`config.mk`:
```
export PLATFORM = sky130hd
export DESIGN_NAME = edgephase_enc
export DESIGN_NICKNAME = d
export VERILOG_FILES = /design/src/rtl/edgephase_pkg.sv /design/src/rtl/edgephase_slot_ctr.sv /design/src/rtl/edgephase_bit_reg.sv /design/src/rtl/edgephase_line_gen.sv /design/src/rtl/edgephase_enc.sv
export SDC_FILE = /design/constraint.sdc
export NUM_CORES = 1
export LEC_CHECK = 0
export ABC_AREA = 1
export CAP_MARGIN = 10
export CORE_AREA = 2 2 39 41
export CTS_CLUSTER_DIAMETER = 50
export CTS_CLUSTER_SIZE = 30
export DETAILED_ROUTE_END_ITERATION = 16
export DIE_AREA = 0 0 41 43
export PLACE_DENSITY = 0.4
export SYNTH_ARGS = -nofsm -noshare
export SYNTH_HDL_FRONTEND = slang
export SYNTH_SLANG_ARGS = --single-unit
export TNS_END_PERCENT = 30
```
`constraint.sdc`:
```
create_clock -name clk -period 1.05 [get_ports clk]
set_input_delay 0.1575 -clock clk [delete_from_list [all_inputs] [get_ports clk]]
set_output_delay 0.1575 -clock clk [all_outputs]
set_load 0.05 [all_outputs]
```
`src/rtl/edgephase_pkg.sv`:
```
// Package: shared constants and the slot-to-level mapping for the encoder.
// Assumes slots are numbered from 0 at the start of each bit period.
package edgephase_pkg;
    localparam int DEF_SLOTS     = 4;
    localparam int DEF_ZERO_HIGH = 1;
    localparam int DEF_ONE_HIGH  = 3;

    // Line level for one slot: high while the slot index is below the bit's high count.
    function automatic logic slot_level(input logic data_bit, input int slot,
                                        input int zero_high, input int one_high);
        int high_cnt;
        high_cnt = data_bit ? one_high : zero_high;
        return (slot < high_cnt);
    endfunction
endpackage

```
`src/rtl/edgephase_slot_ctr.sv`:
```
// Slot counter: counts slots inside one bit period and flags the wrap slot.
// Assumes SLOTS >= 2; reset puts the counter on slot 0.
module edgephase_slot_ctr #(
    parameter int SLOTS  = 4,
    parameter int SLOT_W = $clog2(SLOTS)
) (
    input  logic              clk,
    input  logic              rst_n,
    output logic [SLOT_W-1:0] slot_q,
    output logic [SLOT_W-1:0] slot_nxt,
    output logic              wrap
);
    localparam logic [SLOT_W-1:0] LAST = SLOT_W'(SLOTS - 1);

    // Wrap flag and the following slot index.
    always_comb begin
        wrap     = (slot_q == LAST);
        slot_nxt = wrap ? '0 : slot_q + 1'b1;
    end

    // Slot register.
    always_ff @(posedge clk) begin
        if (!rst_n) slot_q <= '0;
        else        slot_q <= slot_nxt;
    end

    // A wrap slot is never followed directly by another wrap slot.
    assert_ready_single_R2: assert property (@(posedge clk) disable iff (!rst_n)
        wrap |=> !wrap);
endmodule

```
`src/rtl/edgephase_bit_reg.sv`:
```
// Bit holder: takes the offered bit at a boundary, or a zero when none is valid.
// Assumes take is high only in the wrap slot; the bit is held for the whole period.
module edgephase_bit_reg (
    input  logic clk,
    input  logic rst_n,
    input  logic take,
    input  logic in_valid,
    input  logic in_data,
    output logic bit_nxt
);
    logic bit_q;

    // Next bit: new data or idle zero at a boundary, else hold.
    always_comb begin
        bit_nxt = take ? (in_valid & in_data) : bit_q;
    end

    // Bit register.
    always_ff @(posedge clk) begin
        if (!rst_n) bit_q <= 1'b0;
        else        bit_q <= bit_nxt;
    end

    // Off the boundary, the inputs cannot change the held bit.
    assert_hold_off_boundary_R7: assert property (@(posedge clk) disable iff (!rst_n)
        !take |=> $stable(bit_q));
endmodule

```
`src/rtl/edgephase_line_gen.sv`:
```
// Line generator: registers the line level and the period-start strobe.
// Assumes slot_nxt/bit_nxt describe the slot that the next edge enters.
module edgephase_line_gen #(
    parameter int SLOT_W    = 2,
    parameter int ZERO_HIGH = 1,
    parameter int ONE_HIGH  = 3
) (
    input  logic              clk,
    input  logic              rst_n,
    input  logic [SLOT_W-1:0] slot_nxt,
    input  logic              bit_nxt,
    output logic              line_q,
    output logic              strobe_q
);
    import edgephase_pkg::*;

    logic line_d;

    // Level of the slot about to start.
    always_comb begin
        line_d = slot_level(bit_nxt, int'(slot_nxt), ZERO_HIGH, ONE_HIGH);
    end

    // Output registers; reset shows slot 0 of an idle bit.
    always_ff @(posedge clk) begin
        if (!rst_n) begin
            line_q   <= 1'b1;
            strobe_q <= 1'b1;
        end else begin
            line_q   <= line_d;
            strobe_q <= (slot_nxt == '0);
        end
    end

    // Every period opens high.
    assert_start_high_R5: assert property (@(posedge clk) disable iff (!rst_n)
        strobe_q |-> line_q);
endmodule

```
`src/rtl/edgephase_enc.sv`:
```
// Top: falling-edge phase modulation encoder on a slot clock.
// Assumes one clock domain; the bit is accepted on the edge that ends the ready slot.
module edgephase_enc #(
    parameter int SLOTS     = edgephase_pkg::DEF_SLOTS,
    parameter int ZERO_HIGH = edgephase_pkg::DEF_ZERO_HIGH,
    parameter int ONE_HIGH  = edgephase_pkg::DEF_ONE_HIGH
) (
    input  logic clk,
    input  logic rst_n,
    input  logic in_valid,
    input  logic in_data,
    output logic in_ready,
    output logic line_out,
    output logic bit_start
);
    localparam int SLOT_W = $clog2(SLOTS);

    logic [SLOT_W-1:0] slot_q;
    logic [SLOT_W-1:0] slot_nxt;
    logic              wrap;
    logic              bit_nxt;

    edgephase_slot_ctr #(.SLOTS(SLOTS), .SLOT_W(SLOT_W)) u_ctr (
        .clk(clk), .rst_n(rst_n), .slot_q(slot_q), .slot_nxt(slot_nxt), .wrap(wrap));

    edgephase_bit_reg u_bit (
        .clk(clk), .rst_n(rst_n), .take(wrap), .in_valid(in_valid),
        .in_data(in_data), .bit_nxt(bit_nxt));

    edgephase_line_gen #(.SLOT_W(SLOT_W), .ZERO_HIGH(ZERO_HIGH), .ONE_HIGH(ONE_HIGH)) u_line (
        .clk(clk), .rst_n(rst_n), .slot_nxt(slot_nxt), .bit_nxt(bit_nxt),
        .line_q(line_out), .strobe_q(bit_start));

    // Ready flags the last slot of the period.
    always_comb begin
        in_ready = wrap;
    end

    // Last slot of every period is low, so the next period gives a rising edge.
    assert_last_low_R5: assert property (@(posedge clk) disable iff (!rst_n)
        in_ready |-> !line_out);
    // Ready is never shown in the period's first slot.
    assert_no_ready_at_start_R2: assert property (@(posedge clk) disable iff (!rst_n)
        bit_start |-> !in_ready || (slot_q != '0));
endmodule

```
# Word-level counts from Yosys, hierarchy flattened
# Cells that the tools add are included.
[op_classes]
n_addsub = 1
n_bitwise = 1
magnitude_cmp = 1
n_reduce_logical = 1
n_eq_ne = 1
muxes = 3
[op_table]
columns = ["operator", "n"]
rows = [
  ["3-bit by 32-bit less-than comparator with 1-bit output", 1],
  ["2-bit 2-to-1 mux", 2],
  ["2-bit by 1-bit adder with 2-bit output, second input constant", 1],
  ["2-bit == test, second input constant", 1],
  ["2-bit logical NOT", 1],
  ["1-bit bitwise AND", 1],
  ["1-bit 2-to-1 mux", 1],
]
[totals]
reg_bits = 5
in_bits = 4

# Longest topological paths before layout
[depth]
ltp_word = 4
depth_mapped = 5
mapped_depth_nobuf = 5

# Modules after synthesis
# From an unflattened synthesis, not the netlist that was laid out.
[hier_totals]
hier_cells = 27
area_unflattened_um2 = 220.2
[by_module_without_submodules]
columns = ["mod", "cells_each", "area_per_inst_um2", "instances"]
rows = [
  ["edgephase_slot_ctr", 11, 87.6, 1],
  ["edgephase_line_gen", 9, 76.3, 1],
  ["edgephase_bit_reg", 7, 56.3, 1],
]

# Worst setup path before layout
# OpenSTA, ideal clock, no wires.
[synth_timing]
path_type = "register -> register"
start = "register u_ctr.slot_q[0]"
end = "register with a tool-made name"
stages_incl_launch_ff = 5
setup_slack_ns = -0.112
arrival_ns = 1.050
cell_sequence = "dfxtp_1 ha_1 inv_1 nand3_1 nand2_1"
[synth_rtl]
columns = ["element", "line", "rtl"]
rows = [
  ["from (decl)", "edgephase_slot_ctr.sv:9", "output logic [SLOT_W-1:0] slot_q,"],
  ["from (signal assigned)", "edgephase_slot_ctr.sv:24", "else slot_q <= slot_nxt;"],
]

# Final worst setup path
[layout_timing]
start = "register u_ctr.slot_q[1]"
end = "output in_ready"
[layout_via]
elab_chain_len = 1
[layout_rtl]
columns = ["element", "line", "rtl"]
rows = [
  ["2-bit == test", "edgephase_slot_ctr.sv:17", "wrap = (slot_q == LAST);"],
  ["to (decl)", "edgephase_enc.sv:12", "output logic in_ready,"],
]
# Every way passes these cells.

==> metrics.md <==
| Metric | Value |
|---|---|
| Outcome | `finished, violations left` |
| Violated checks | `setup timing` |
| Number of warning messages in the yosys log | `0` |
| List of cells traversed by the critical path | `ha_4 -> buf_12` |
| Area of the core | `about 1400 µm²` |
| Required time of the worst setup path | `0.89 ns` |
| Skew final | `0.000400 ns` |
| Vias in the first global route | `150` |
| Syn_area_per_cell | `7.96 µm²` |
| Initial DRC count | `0` |
| Max VDD drop | `0.000898 V` |
| Remaining Overflow, GRT | `0` |
| Total of buffers placed on input and output ports | `6` |
| Switching part of the total | `0.249` |
| Placement-stage worst setup slack | `0.0740 ns` |
| Number of antenna violations at the first check in global routing | `0` |
| Cell family contributing the most delay on the critical path | `flip-flops` |
| RSZ-0062 raised after global routing | `true` |
| Post-synth top area share | `0.571` |
| Count of buffering cells on the critical path with inverters included | `1` |
| Placer congestion estimate | `0.627` |
| Maximum number of pins on one net before global-route repair | `6` |
| Worst hold path endpoint | `u_line.line_q` |
| Fraction of power consumed by sequential logic | `0.406` |
| Total net switching power | `around 0.00014 W` |
| Worst-Margin Slew | `0.164 ns` |
| Clk pin slew, worst setup/hold paths | `0.04 ns` |
| Min Clock Period, post-route | `between 1 and 1.5 ns` |
| Routed wire length | `roughly 310 µm` |
| Register-to-Register Path Depth | `6` |
| CTS tree | `built` |
| Critical-path top delay cell | `dfxtp_4` |
| Buffer levels on the longest clock path | `2` |
| Worst min-delay path category | `reg2reg` |
| Layout overhead on the synthesized area | `96.4%` |
| CP Data Arrival Time | `roughly 0.90 ns` |
| Number of pins with negative max-slew slack in the final report | `0` |
| Tcrit/Tclk final | `1.00` |
| Critical path's largest stage delay | `0.35 ns` |
| Final routed wire length divided by cell count | `6.20 µm` |
| Flop-to-flop setup slack | `~0.12 ns` |
| Reported max-cap violation count | `0` |
| Portion of total power attributed to combinational logic | `0.220` |
| Initial standard-cell utilization of the core | `0.127` |
| First-pass iteration count of the detailed router | `1` |
| Clk Latency, worst-skew pair | `0.23 ns` |
| Die Outline Area | `1760 µm²` |
| Number of cells on the worst hold path | `2` |
| Category of the worst setup path capture point | `primary output` |
| Layout net count | `40` |
| Cell internal power dissipation | `around 0.00042 W` |
| DP HPWL | `223 µm` |
| Cell count after synthesis | `22` |
| Unique masters post-synth | `6` |
| Cell leakage power | `0.167 nW` |
| Total inserted antenna cells | `0` |
| Number of vias per cell after detailed routing | `3.22` |
| CTS root buffer | `clkbuf_4` |
| Worst setup margin | `-0.00251 ns` |
| Number of endpoints failing setup at the final stage | `1` |
| Placement row count | `14` |
| Total vias in the final route | `161` |
| Crit Path Max Fanout | `3` |
| Max frequency | `0.950 GHz` |
| Y dimension of the die | `between 40 and 50 µm` |
| Worst flop-to-flop path startpoint | `u_ctr.slot_q[1]` |
| Layout Utilization | `0.249` |
| Most area-hungry cell type in the Yosys netlist | `dfxtp_1` |
| Routed Antenna Nets | `0` |
| Count of final hold-check violations | `0` |
| Die width | `between 40 and 50 µm` |
| Boundary Pins | `7` |
| Deepest level of the CTS H-tree | `1` |
| Wire length of the first global-routing pass | `between 500 and 600 µm` |
| CTS sink cnt | `5` |
| Remaining routing DRC violations | `0` |
| Proportion of layout cells with a drive suffix above 1 | `0.324` |
| Syn_nets | `27` |
| Category of the most critical setup path | `reg2out` |
| Synthesized flop and latch total | `5` |
| Num CTS Buffers | `3` |
| Netlist Area Pre-Place | `~180 µm²` |
| Leading cell types by total area after synthesis | `dfxtp_1, nand2_1, inv_1` |
| Relative max-transition margin | `0.891` |
| Relative contribution of the clock network to total power | `0.374` |
| Share of synthesized area occupied by flip-flops and latches | `0.571` |
| Power per cell area | `between 1500 and 2000 nW/µm²` |
| Critical Path Start Type | `flip-flop` |
| Worst hold-check slack | `between 0.4 and 0.5 ns` |
| All-layer global routing usage | `0.0543` |
kinds of logic after synthesis:
kind of cell / count (synthesis) / synth area share
flops: 5 / 0.571
fa+ha+maj: 1 / 0.0714
simple gates: 11 / 0.250
buf+inv: 5 / 0.107
cells in the mapped netlist, drive strengths merged:
cell type,count
nand2,8
nand3,2
nor2,1
inv,5
dfxtp,5
ha,1
worst max-delay path by stage:
stage | startpoint | to | slack [ns] | cells past startpoint
2_1_floorplan | u_ctr.slot_q[0] | flip-flop | 0.05 | 4
3_5_place_dp | rst_n | flip-flop | 0.07 | 5
3_3_place_gp | rst_n | flip-flop | 0.08 | 5
5_1_grt | u_ctr.slot_q[1] | in_ready | -0.03 | 2
4_1_cts | u_ctr.slot_q[1] | in_ready | 0.001 | 2
6_report | u_ctr.slot_q[1] | in_ready | -0.003 | 2
metrics by stage:
stage / setup TNS, ns / power [W] / cells / area [µm²]
6_report: -0.00251 / 0.000560 / 50 / 344
4_1_cts: 0 / 0.000568 / 49 / 334
3_5_place_dp: 0 / 0.000335 / 44 / 288
2_1_floorplan: 0 / 0.000275 / 22 / 178
5_1_grt: -0.0317 / 0.000611 / 50 / 344
3_3_place_gp: 0 / 0.000332 / 44 / 288
per-layer routing:
layer | GRT usage | routed length (µm) | vias up | share of wire
met5 | 0 | 0 | - | 0
met2 | 0.0688 | 123 | 9 | 0.40
met3 | 0.0628 | 49 | 0 | 0.16
li1 | - | - | 90 | -
met4 | 0.0200 | 0 | 0 | 0
met1 | 0.0550 | 137 | 62 | 0.44
worst min-delay path: stages (launching register included):
cell and delay (ns):
dfxtp_1 0.32, nand2_1 0.06, nand3_1 0.05
final cells by class:
cell class / instances / area (µm²)
inverter: 5 / 18.8
tap: 16 / 20.0
timing repair buffer: 8 / 105
multi-input combinational: 12 / 68.8
clock buffer: 4 / 26.3
sequential: 5 / 105
fill: 157 / 1040
power by group through the flow:
stage	logic, W	clock network, W	registers (W)
2_1_floorplan	0.0000324	0	0.000242
3_3_place_gp	0.000108	0	0.000224
3_5_place_dp	0.000110	0	0.000225
4_1_cts	0.000121	0.000221	0.000226
5_1_grt	0.000135	0.000248	0.000228
6_report	0.000123	0.000209	0.000227
cell usage in the layout (no fill, tap or decap):
| cell type | n |
|---|---|
| clkbuf_1 | 1 |
| buf_4 | 2 |
| ha_4 | 1 |
| dfxtp_4 | 1 |
| buf_12 | 3 |
| nand3_1 | 2 |
| clkdlybuf4s50_1 | 3 |
| clkbuf_4 | 3 |
| nand2_1 | 8 |
| inv_1 | 5 |
| nor2_1 | 1 |
| dfxtp_1 | 3 |
| dfxtp_2 | 1 |
what timing repair did:
item	in CTS	in global routing
pin swaps	0	1
gates resized for setup	3	1
endpoints found under the setup margin	1	1
hold buffers	0	0
buffers inserted	1	1
Note: power is estimated with default switching activity, not from simulation.
